$ cat src/rtl/mmc_cmd_pkg.sv
package mmc_cmd_pkg;

   localparam logic [2:0] RSP_NONE  = 3'd0;
   localparam logic [2:0] RSP_SHORT = 3'd1;
   localparam logic [2:0] RSP_LONG  = 3'd2;
   localparam logic [2:0] RSP_OCR   = 3'd3;
   localparam logic [2:0] RSP_RCA   = 3'd6;

   localparam logic [2:0] ADR_CMD    = 3'd0;
   localparam logic [2:0] ADR_ARG_LO = 3'd1;
   localparam logic [2:0] ADR_ARG_HI = 3'd2;
   localparam logic [2:0] ADR_STAT   = 3'd3;
   localparam logic [2:0] ADR_MASK   = 3'd4;

   localparam int ST_DONE     = 0;
   localparam int ST_BUSY_END = 2;
   localparam int ST_NO_RSP   = 7;
   localparam int ST_OCR_BUSY = 12;
   localparam int ST_CARD_ERR = 14;

   typedef struct packed {
      logic       dir;
      logic [1:0] kind;
      logic       busy;
      logic [2:0] rsp;
      logic       init;
      logic [5:0] idx;
   } cmd_fields_t;

   typedef enum logic {PH_IDLE, PH_WAIT} phase_e;

   function automatic int unsigned want_bytes(input logic [2:0] rsp, input int unsigned long_n);
      case (rsp)
         RSP_NONE: return 0;
         RSP_LONG: return long_n;
         default:  return 4;
      endcase
   endfunction

endpackage

$ cat src/rtl/mmc_cmd_decode.sv
module mmc_cmd_decode
   import mmc_cmd_pkg::*;
(
   input  logic [15:0] cmd_word,
   output cmd_fields_t fields,
   output logic        boot_only
);
   assign fields.idx  = cmd_word[5:0];
   assign fields.init = cmd_word[7];
   assign fields.rsp  = cmd_word[10:8];
   assign fields.busy = cmd_word[11];
   assign fields.kind = cmd_word[13:12];
   assign fields.dir  = cmd_word[15];

   assign boot_only = fields.init && (fields.idx == 6'd0);

   logic unused_cmd_bits;
   assign unused_cmd_bits = cmd_word[6] ^ cmd_word[14];
endmodule

$ cat src/rtl/mmc_rsp_store.sv
module mmc_rsp_store #(
   parameter int WORD_W  = 16,
   parameter int N_WORDS = 8,
   localparam int SEL_W  = (N_WORDS > 1) ? $clog2(N_WORDS) : 1,
   localparam int BUS_W  = WORD_W * N_WORDS
) (
   input  logic              clk,
   input  logic              rst_n,
   input  logic              clr,
   input  logic              load,
   input  logic [BUS_W-1:0]  bus,
   input  logic [SEL_W-1:0]  sel,
   output logic [WORD_W-1:0] word
);
   logic [WORD_W-1:0] regs [N_WORDS];

   for (genvar g = 0; g < N_WORDS; g++) begin : g_word
      always_ff @(posedge clk) begin
         if (!rst_n)    regs[g] <= '0;
         else if (load) regs[g] <= bus[g*WORD_W +: WORD_W];
         else if (clr)  regs[g] <= '0;
      end
   end

   assign word = regs[sel];
endmodule

$ cat src/rtl/mmc_rsp_eval.sv
module mmc_rsp_eval
   import mmc_cmd_pkg::*;
#(
   parameter int          RSP_BYTES = 16,
   parameter logic [31:0] ERR_MASK  = 32'hFDF9_0000,
   parameter logic [15:0] RCA_MASK  = 16'hE000,
   parameter int          AUTH_BIT  = 3,
   parameter int          ST_W      = 16,
   localparam int         LEN_W     = $clog2(RSP_BYTES + 1)
) (
   input  logic [2:0]      rsp,
   input  logic            busy,
   input  logic [LEN_W-1:0] len,
   input  logic [31:0]     head,
   input  logic            auth_en,
   output logic            keep,
   output logic [ST_W-1:0] set_bits
);
   logic [31:0] auth_vec;
   logic        too_short;

   assign auth_vec  = auth_en ? (32'd1 << AUTH_BIT) : 32'd0;
   assign too_short = 32'(len) < want_bytes(rsp, RSP_BYTES);
   assign keep      = !too_short;

   always_comb begin
      set_bits          = '0;
      set_bits[ST_DONE] = 1'b1;
      if (too_short) begin
         set_bits[ST_NO_RSP] = 1'b1;
      end else begin
         case (rsp)
            RSP_SHORT: begin
               if (busy) set_bits[ST_BUSY_END] = 1'b1;
               if ((head & (ERR_MASK | auth_vec)) != 32'd0) set_bits[ST_CARD_ERR] = 1'b1;
            end
            RSP_OCR: begin
               if (!head[31]) set_bits[ST_OCR_BUSY] = 1'b1;
            end
            RSP_RCA: begin
               if ((head[15:0] & (RCA_MASK | auth_vec[15:0])) != 16'd0) set_bits[ST_CARD_ERR] = 1'b1;
            end
            default: ;
         endcase
      end
   end
endmodule

$ cat src/rtl/mmc_stat_irq.sv
module mmc_stat_irq #(
   parameter int ST_W   = 16,
   parameter int MASK_W = 15
) (
   input  logic            clk,
   input  logic            rst_n,
   input  logic            set_en,
   input  logic [ST_W-1:0] set_bits,
   input  logic            clr_en,
   input  logic [ST_W-1:0] clr_bits,
   input  logic            mask_en,
   input  logic [ST_W-1:0] mask_in,
   output logic [ST_W-1:0] status,
   output logic [ST_W-1:0] mask,
   output logic            irq
);
   logic [MASK_W-1:0] mask_q;
   logic [ST_W-1:0]   clr_vec, set_vec;

   assign clr_vec = clr_en ? clr_bits : '0;
   assign set_vec = set_en ? set_bits : '0;

   always_ff @(posedge clk) begin
      if (!rst_n) begin
         status <= '0;
         mask_q <= '0;
      end else begin
         status <= (status & ~clr_vec) | set_vec;
         if (mask_en) mask_q <= mask_in[MASK_W-1:0];
      end
   end

   assign mask = ST_W'(mask_q);
   assign irq  = |(status & mask);

   logic unused_mask_bits;
   assign unused_mask_bits = ^mask_in[ST_W-1:MASK_W];
endmodule

$ cat src/rtl/mmc_cmd_host.sv
module mmc_cmd_host
   import mmc_cmd_pkg::*;
#(
   parameter int          WORD_W    = 16,
   parameter int          RSP_WORDS = 8,
   parameter int          MASK_W    = 15,
   parameter int          AUTH_BIT  = 3,
   parameter logic [31:0] ERR_MASK  = 32'hFDF9_0000,
   parameter logic [15:0] RCA_MASK  = 16'hE000,
   localparam int         ARG_W     = 2 * WORD_W,
   localparam int         RSP_BITS  = RSP_WORDS * WORD_W,
   localparam int         RSP_BYTES = RSP_BITS / 8,
   localparam int         LEN_W     = $clog2(RSP_BYTES + 1),
   localparam int         SEL_W     = (RSP_WORDS > 1) ? $clog2(RSP_WORDS) : 1
) (
   input  logic                clk,
   input  logic                rst_n,
   input  logic                wr_en,
   input  logic [2:0]          wr_addr,
   input  logic [WORD_W-1:0]   wr_data,
   input  logic                auth_chk_en,
   output logic                card_req,
   output logic [5:0]          card_idx,
   output logic [ARG_W-1:0]    card_arg,
   output logic [1:0]          card_kind,
   output logic                card_dir,
   input  logic                card_rsp_valid,
   input  logic [LEN_W-1:0]    card_rsp_len,
   input  logic [RSP_BITS-1:0] card_rsp_data,
   input  logic [SEL_W-1:0]    rsp_sel,
   output logic [WORD_W-1:0]   rsp_word,
   output logic [WORD_W-1:0]   status,
   output logic [WORD_W-1:0]   irq_mask,
   output logic                irq
);
   initial begin
      assert (WORD_W == 16) else $error("command word must be 16 bits");
      assert (RSP_BYTES >= 4) else $error("response too narrow for a status word");
      assert (MASK_W < WORD_W) else $error("mask must be narrower than status");
      assert (AUTH_BIT < 16) else $error("auth bit outside the low half");
   end

   phase_e      phase;
   cmd_fields_t dec, cur;
   logic        boot_only, cmd_we, issue, rsp_done, keep;
   logic [ARG_W-1:0]  arg_q;
   logic [WORD_W-1:0] eval_bits, set_bits;

   mmc_cmd_decode u_dec (.cmd_word(wr_data), .fields(dec), .boot_only(boot_only));

   assign cmd_we   = wr_en && (wr_addr == ADR_CMD) && (phase == PH_IDLE);
   assign issue    = cmd_we && !boot_only;
   assign rsp_done = (phase == PH_WAIT) && card_rsp_valid;

   always_ff @(posedge clk) begin
      if (!rst_n) begin
         phase    <= PH_IDLE;
         card_req <= 1'b0;
         cur      <= '0;
         arg_q    <= '0;
         card_arg <= '0;
      end else begin
         card_req <= 1'b0;
         if (wr_en && wr_addr == ADR_ARG_LO) arg_q[WORD_W-1:0]     <= wr_data;
         if (wr_en && wr_addr == ADR_ARG_HI) arg_q[ARG_W-1:WORD_W] <= wr_data;
         if (issue) begin
            phase    <= PH_WAIT;
            card_req <= 1'b1;
            cur      <= dec;
            card_arg <= arg_q;
         end else if (rsp_done) begin
            phase <= PH_IDLE;
         end
      end
   end

   assign card_idx  = cur.idx;
   assign card_kind = cur.kind;
   assign card_dir  = cur.dir;

   mmc_rsp_eval #(
      .RSP_BYTES(RSP_BYTES), .ERR_MASK(ERR_MASK), .RCA_MASK(RCA_MASK),
      .AUTH_BIT(AUTH_BIT), .ST_W(WORD_W)
   ) u_eval (
      .rsp(cur.rsp), .busy(cur.busy), .len(card_rsp_len),
      .head(card_rsp_data[RSP_BITS-1 -: 32]), .auth_en(auth_chk_en),
      .keep(keep), .set_bits(eval_bits)
   );

   mmc_rsp_store #(.WORD_W(WORD_W), .N_WORDS(RSP_WORDS)) u_store (
      .clk(clk), .rst_n(rst_n), .clr(issue), .load(rsp_done && keep),
      .bus(card_rsp_data), .sel(rsp_sel), .word(rsp_word)
   );

   assign set_bits = rsp_done ? eval_bits : WORD_W'(1 << ST_DONE);

   mmc_stat_irq #(.ST_W(WORD_W), .MASK_W(MASK_W)) u_stat (
      .clk(clk), .rst_n(rst_n),
      .set_en(rsp_done || (cmd_we && boot_only)), .set_bits(set_bits),
      .clr_en(wr_en && wr_addr == ADR_STAT), .clr_bits(wr_data),
      .mask_en(wr_en && wr_addr == ADR_MASK), .mask_in(wr_data),
      .status(status), .mask(irq_mask), .irq(irq)
   );
endmodule

$ cat config.mk
export PLATFORM = sky130hd
export DESIGN_NAME = mmc_cmd_host
export DESIGN_NICKNAME = d
export VERILOG_FILES = /design/src/rtl/mmc_cmd_pkg.sv /design/src/rtl/mmc_cmd_decode.sv /design/src/rtl/mmc_rsp_store.sv /design/src/rtl/mmc_rsp_eval.sv /design/src/rtl/mmc_stat_irq.sv /design/src/rtl/mmc_cmd_host.sv
export SDC_FILE = /design/constraint.sdc
export NUM_CORES = 1
export LEC_CHECK = 0
export BUFFER_PORTS_ARGS = -buffer_cell sky130_fd_sc_hd__buf_2
export CORE_ASPECT_RATIO = 1.75
export CORE_MARGIN = 2
export CORE_UTILIZATION = 49
export CTS_CLUSTER_SIZE = 12
export DETAILED_ROUTE_END_ITERATION = 6
export GPL_TIMING_DRIVEN = 0
export PLACE_DENSITY = 0.78
export SLEW_MARGIN = 30
export SYNTH_ARGS = -nofsm -noshare
export SYNTH_HDL_FRONTEND = slang
export SYNTH_HIERARCHICAL = 1
export SYNTH_SLANG_ARGS = --single-unit
$ cat constraint.sdc
create_clock -name clk -period 3.6 [get_ports clk]
set_input_delay 0.54 -clock clk [delete_from_list [all_inputs] [get_ports clk]]
set_output_delay 0.54 -clock clk [all_outputs]
set_load 0.05 [all_outputs]
**Yosys cells after proc, flatten, opt, wreduce, memory -nomap -nowiden**

Memory sizes are Yosys's and may differ from the RTL's.
Index checks and enable logic that the tools add are counted.

- Magnitude comparators: 1
- Equal/unequal tests: 8
- Muxes and demuxes: 42
- Bitwise gates (word level): 23
- Reductions and logical operators: 21

Operators with widths:

| kind | count |
|---|---|
| 16-bit 2-to-1 mux | 17 |
| 16-bit bitwise AND | 2 |
| 32-bit bitwise AND | 1 |
| 32-bit nonzero test | 1 |
| 15-bit 2-to-1 mux | 2 |
| 1-bit 2-to-1 mux | 20 |
| 16-bit by 15-bit bitwise AND with 16-bit output | 1 |
| 16-bit NOT | 1 |
| 1-bit bitwise OR | 16 |
| 16-bit bitwise OR | 1 |
| 16-bit nonzero test | 1 |
| 16-bit OR reduction | 1 |
| 3-bit by 2-bit == test with 1-bit output, second input constant | 4 |
| 1-bit logical AND | 11 |
| 5-bit case mux with 2 select lines | 1 |
| 3-bit by 1-bit == test with 1-bit output, second input constant | 2 |
| 3-bit == test, second input constant | 2 |
| 3-bit zero test | 2 |
| 6-bit zero test | 1 |
| 5-bit less-than comparator | 1 |
| 4-bit 2-to-1 mux | 1 |
| 1-bit zero test | 2 |
| 1-bit case mux with 2 select lines | 1 |
| 2-bit nonzero test | 1 |
| other kinds (2) | 2 |

- Bits in registers: 110
- Memory bits (writable): 128
- Output and inout bits: 91
- Logic and storage cells: 108
- Memories kept: 1

Memory list:

| memory | depth | bits a word | rd ports | clocked after Yosys merged registers in | wr ports | RTL line | source |
|---|---|---|---|---|---|---|---|
| u_store.regs | 8 | 16 | 1 | 0 | 8 | mmc_rsp_store.sv:15 | `logic [WORD_W-1:0] regs [N_WORDS];` |

**Longest topological paths before layout**

- Depth in word-level cells: 10
- Gate-level depth with buffers: 8
- Gate-level depth less buffers: 7

**Cells and area by module**

Netlist, hierarchy kept.

By module, submodules not included:

| module | instances | cells an instance | area an instance (um2) |
|---|---|---|---|
| mmc_rsp_store | 1 | 343 | 5838.1 |
| mmc_cmd_host | 1 | 363 | 3224.3 |
| mmc_stat_irq | 1 | 129 | 1285.0 |
| mmc_rsp_eval | 1 | 34 | 231.5 |
| mmc_cmd_decode | 1 | 16 | 127.6 |

**Worst setup path before layout**

OpenSTA, ideal clock, no wires.

- Kind: reg-to-reg
- Start: register cur[8] in the netlist's numbering
- End: memory u_store.regs[0][0], enable pin
- Setup time: 431 ps
- Data arrival time: 3165 ps
- Data required time: 3169 ps
- Setup slack: 5 ps
- Stages on the path, launching flop included: 8
- Clock period less this slack: 3595 ps
- Path through: dfxtp_1 -> or3b_2 -> ha_1 -> a21oi_1 -> inv_1 -> and3_1 -> clkbuf_1 -> or3b_2

RTL lines:

| what | RTL line | source |
|---|---|---|
| start: declaration | mmc_cmd_host.sv:44 | `cmd_fields_t dec, cur;` |
| start signal: assignment | mmc_cmd_host.sv:59 | `cur <= '0;` |
| start signal: assignment | mmc_cmd_host.sv:69 | `cur <= dec;` |
| end: declaration | mmc_rsp_store.sv:15 |  |

==> run metrics <==
CP Capture Type flip-flop; Tmin final 3.27 ns; maxcap violations 0; number of antenna violations at the first check in global routing 2; critical-path cell list or3b_2 > ha_1 > a21oi_1 > inv_1 > and3_1 > clkbuf_1 > or3b_4 > buf_12 > buf_12; R2R cell count 9; setup ws final 0.330 ns; Hold Crit Start card_rsp_data[26]; DR WL/cell 20.7 um; H-tree levels 1; Routed WL 30600 um; RSZ-0062 raised after global routing false; largest fanout on the critical path 39; pin count of the biggest net entering global routing 40; Avg Cell Area, Syn 12.1 um2; worst path arrival time 3.52 ns; Inserted Clock Buffers 24; Routed Antenna Nets 0; DRT Pass-1 Iters 7; io pins 251; root buf cell clkbuf_16; critical setup path kind reg -> reg; r2r setup slk 0.33 ns; Starting DRT DRC Count 595; Syn Inst Count 884; core box area 21500 um2; RePlAce Congestion 0.875; worst slack, placed 0.166 ns; Slew HR 0.482; final hold slack 0.344 ns; via-per-instance ratio 5.48; Global Route Usage Sum 0.261; Post-DP Area 12400 um2; worst endpoint required time 3.85 ns; Final nets 1329; dpl hpwl 23700 um; vias in the first global route 8220; fmax 306 MHz; clock latency on the worst-skew pair 0.51 ns; global route overflow 0; worst r2r dst u_store/regs[7][1]; Slew Viols, Final 0; Max rail drop VDD 0.372 mV; CTS Buffer Depth 3; worst r2r src cur[8]; crit path buf inv count 4; Hold Path End u_store/regs[1][10]; hold buffers post-CTS 0; Final Cell Area 13100 um2; first-pass GRT wire length 45000 um; # Post-CTS Setup Buffers 0; post-synthesis cell area 10700 um2; Slew @ Worst Pin 0.778 ns; Pwr Density 450 nW/um2; effective utilization at floorplan 0.498; Final Hold Fails 0; Die W 116 um; Reg clk slew, reported paths 0.06 ns; period utilization 0.908; layout cell share with drive strength beyond 1 0.309; TritonCTS clock tree done; master of the slowest instance on the critical path or3b_4; area grow syn2layout 22.5%; Vert. Die Dim 199 um; Worst path most repeated cell buf_12; clock sinks 238; Hold Path Class in -> reg; number of port buffers 245; Die ar. 23100 um2; LEAKAGE 6.16 nW; # DRC 0; Clock Skews 0.00716 ns; total power 5.89 mW; CP top delay family simple AND/OR/NAND/NOR gates; setup violators final 0; floorplan row count 71; hold path depth 2; Synth warnings 6; CP peak stage delay 0.57 ns; routed via count 8093; outcome finished clean; type of origin of the critical path flip-flop
-- layout make-up --
type / instances / area [um2]
fill: 1832 / 8400
sequential: 238 / 6050
multi-input combinational: 548 / 4070
timing repair buffer: 247 / 1270
clock buffer: 39 / 709
buffer: 108 / 629
tap: 292 / 365
clock inverter: 1 / 8.76
antenna: 2 / 5.00
inverter: 1 / 3.75
-- per-stage QoR --
| stage | std cells | TNS, ns | utilization |
|---|---|---|---|
| after floorplan | 894 | 0 | - |
| after global placement | 1431 | -90.50 | 0.573 |
| after detailed placement | 1433 | 0 | 0.575 |
| after CTS | 1473 | 0 | 0.609 |
| after global routing | 1475 | 0 | 0.609 |
| final | 1476 | 0 | 0.609 |
-- flip-flops by register name, indices dropped and copies added (netlist names), 2 cells and up --
signal         count
u_stat/mask_q     15
u_store/regs     128
card_kind          2
cur                4
card_idx           6
u_stat/status     16
arg_q             32
card_arg          32
-- layout by cell type (no fill, tap or decap), types with 20 or more instances in the layout --
master,n
edfxtp_1,128
clkbuf_1,57
and3_1,145
mux2i_1,60
mux4_1,28
buf_2,253
clkbuf_16,25
nand2_1,140
dfxtp_1,110
buf_4,36
nor2b_1,32
a22oi_1,20
-- timing repair --
action | CTS | global route
gates resized for setup | 0 | 0
endpoints found under the hold margin | 0 | 0
endpoints found under the setup margin | 0 | 37
-- worst register-to-register path, cell delays in order, from the launching register on --
cell,delay (ns)
dfxtp_1,0.41
or3b_2,0.46
ha_1,0.28
a21oi_1,0.28
inv_1,0.06
and3_1,0.23
clkbuf_1,0.23
or3b_4,0.57
buf_12,0.26
buf_12,0.21
-- how the worst max path moves through the flow --
stage,slack (ns),cells after the start,endpoint,from
after floorplan,0.005,7,u_store/regs[0][0],cur[8]
after CTS,0.16,9,u_store/regs[2][1],cur[8]
after global routing,0.05,9,u_store/regs[7][2],cur[8]
final,0.33,9,u_store/regs[7][1],cur[8]
after global placement,-0.81,7,u_store/regs[6][1],cur[8]
after detailed placement,0.17,9,u_store/regs[6][1],cur[8]
-- routing by layer --
metal  track usage  routed length [um]  vias up
li1              -                   -     3752
met1         0.254                9760     3854
met2         0.512               17000      400
met3        0.0409                2190       87
met4         0.133                1650        0
met5             0                   0        -
-- power breakdown --
part	internal (mW)	total, mW	switching, mW
sequential	2.94	2.97	0.0276
clock	1.34	2.33	0.993
combinational	0.227	0.593	0.367
Power figures use the tool's default switching activity.
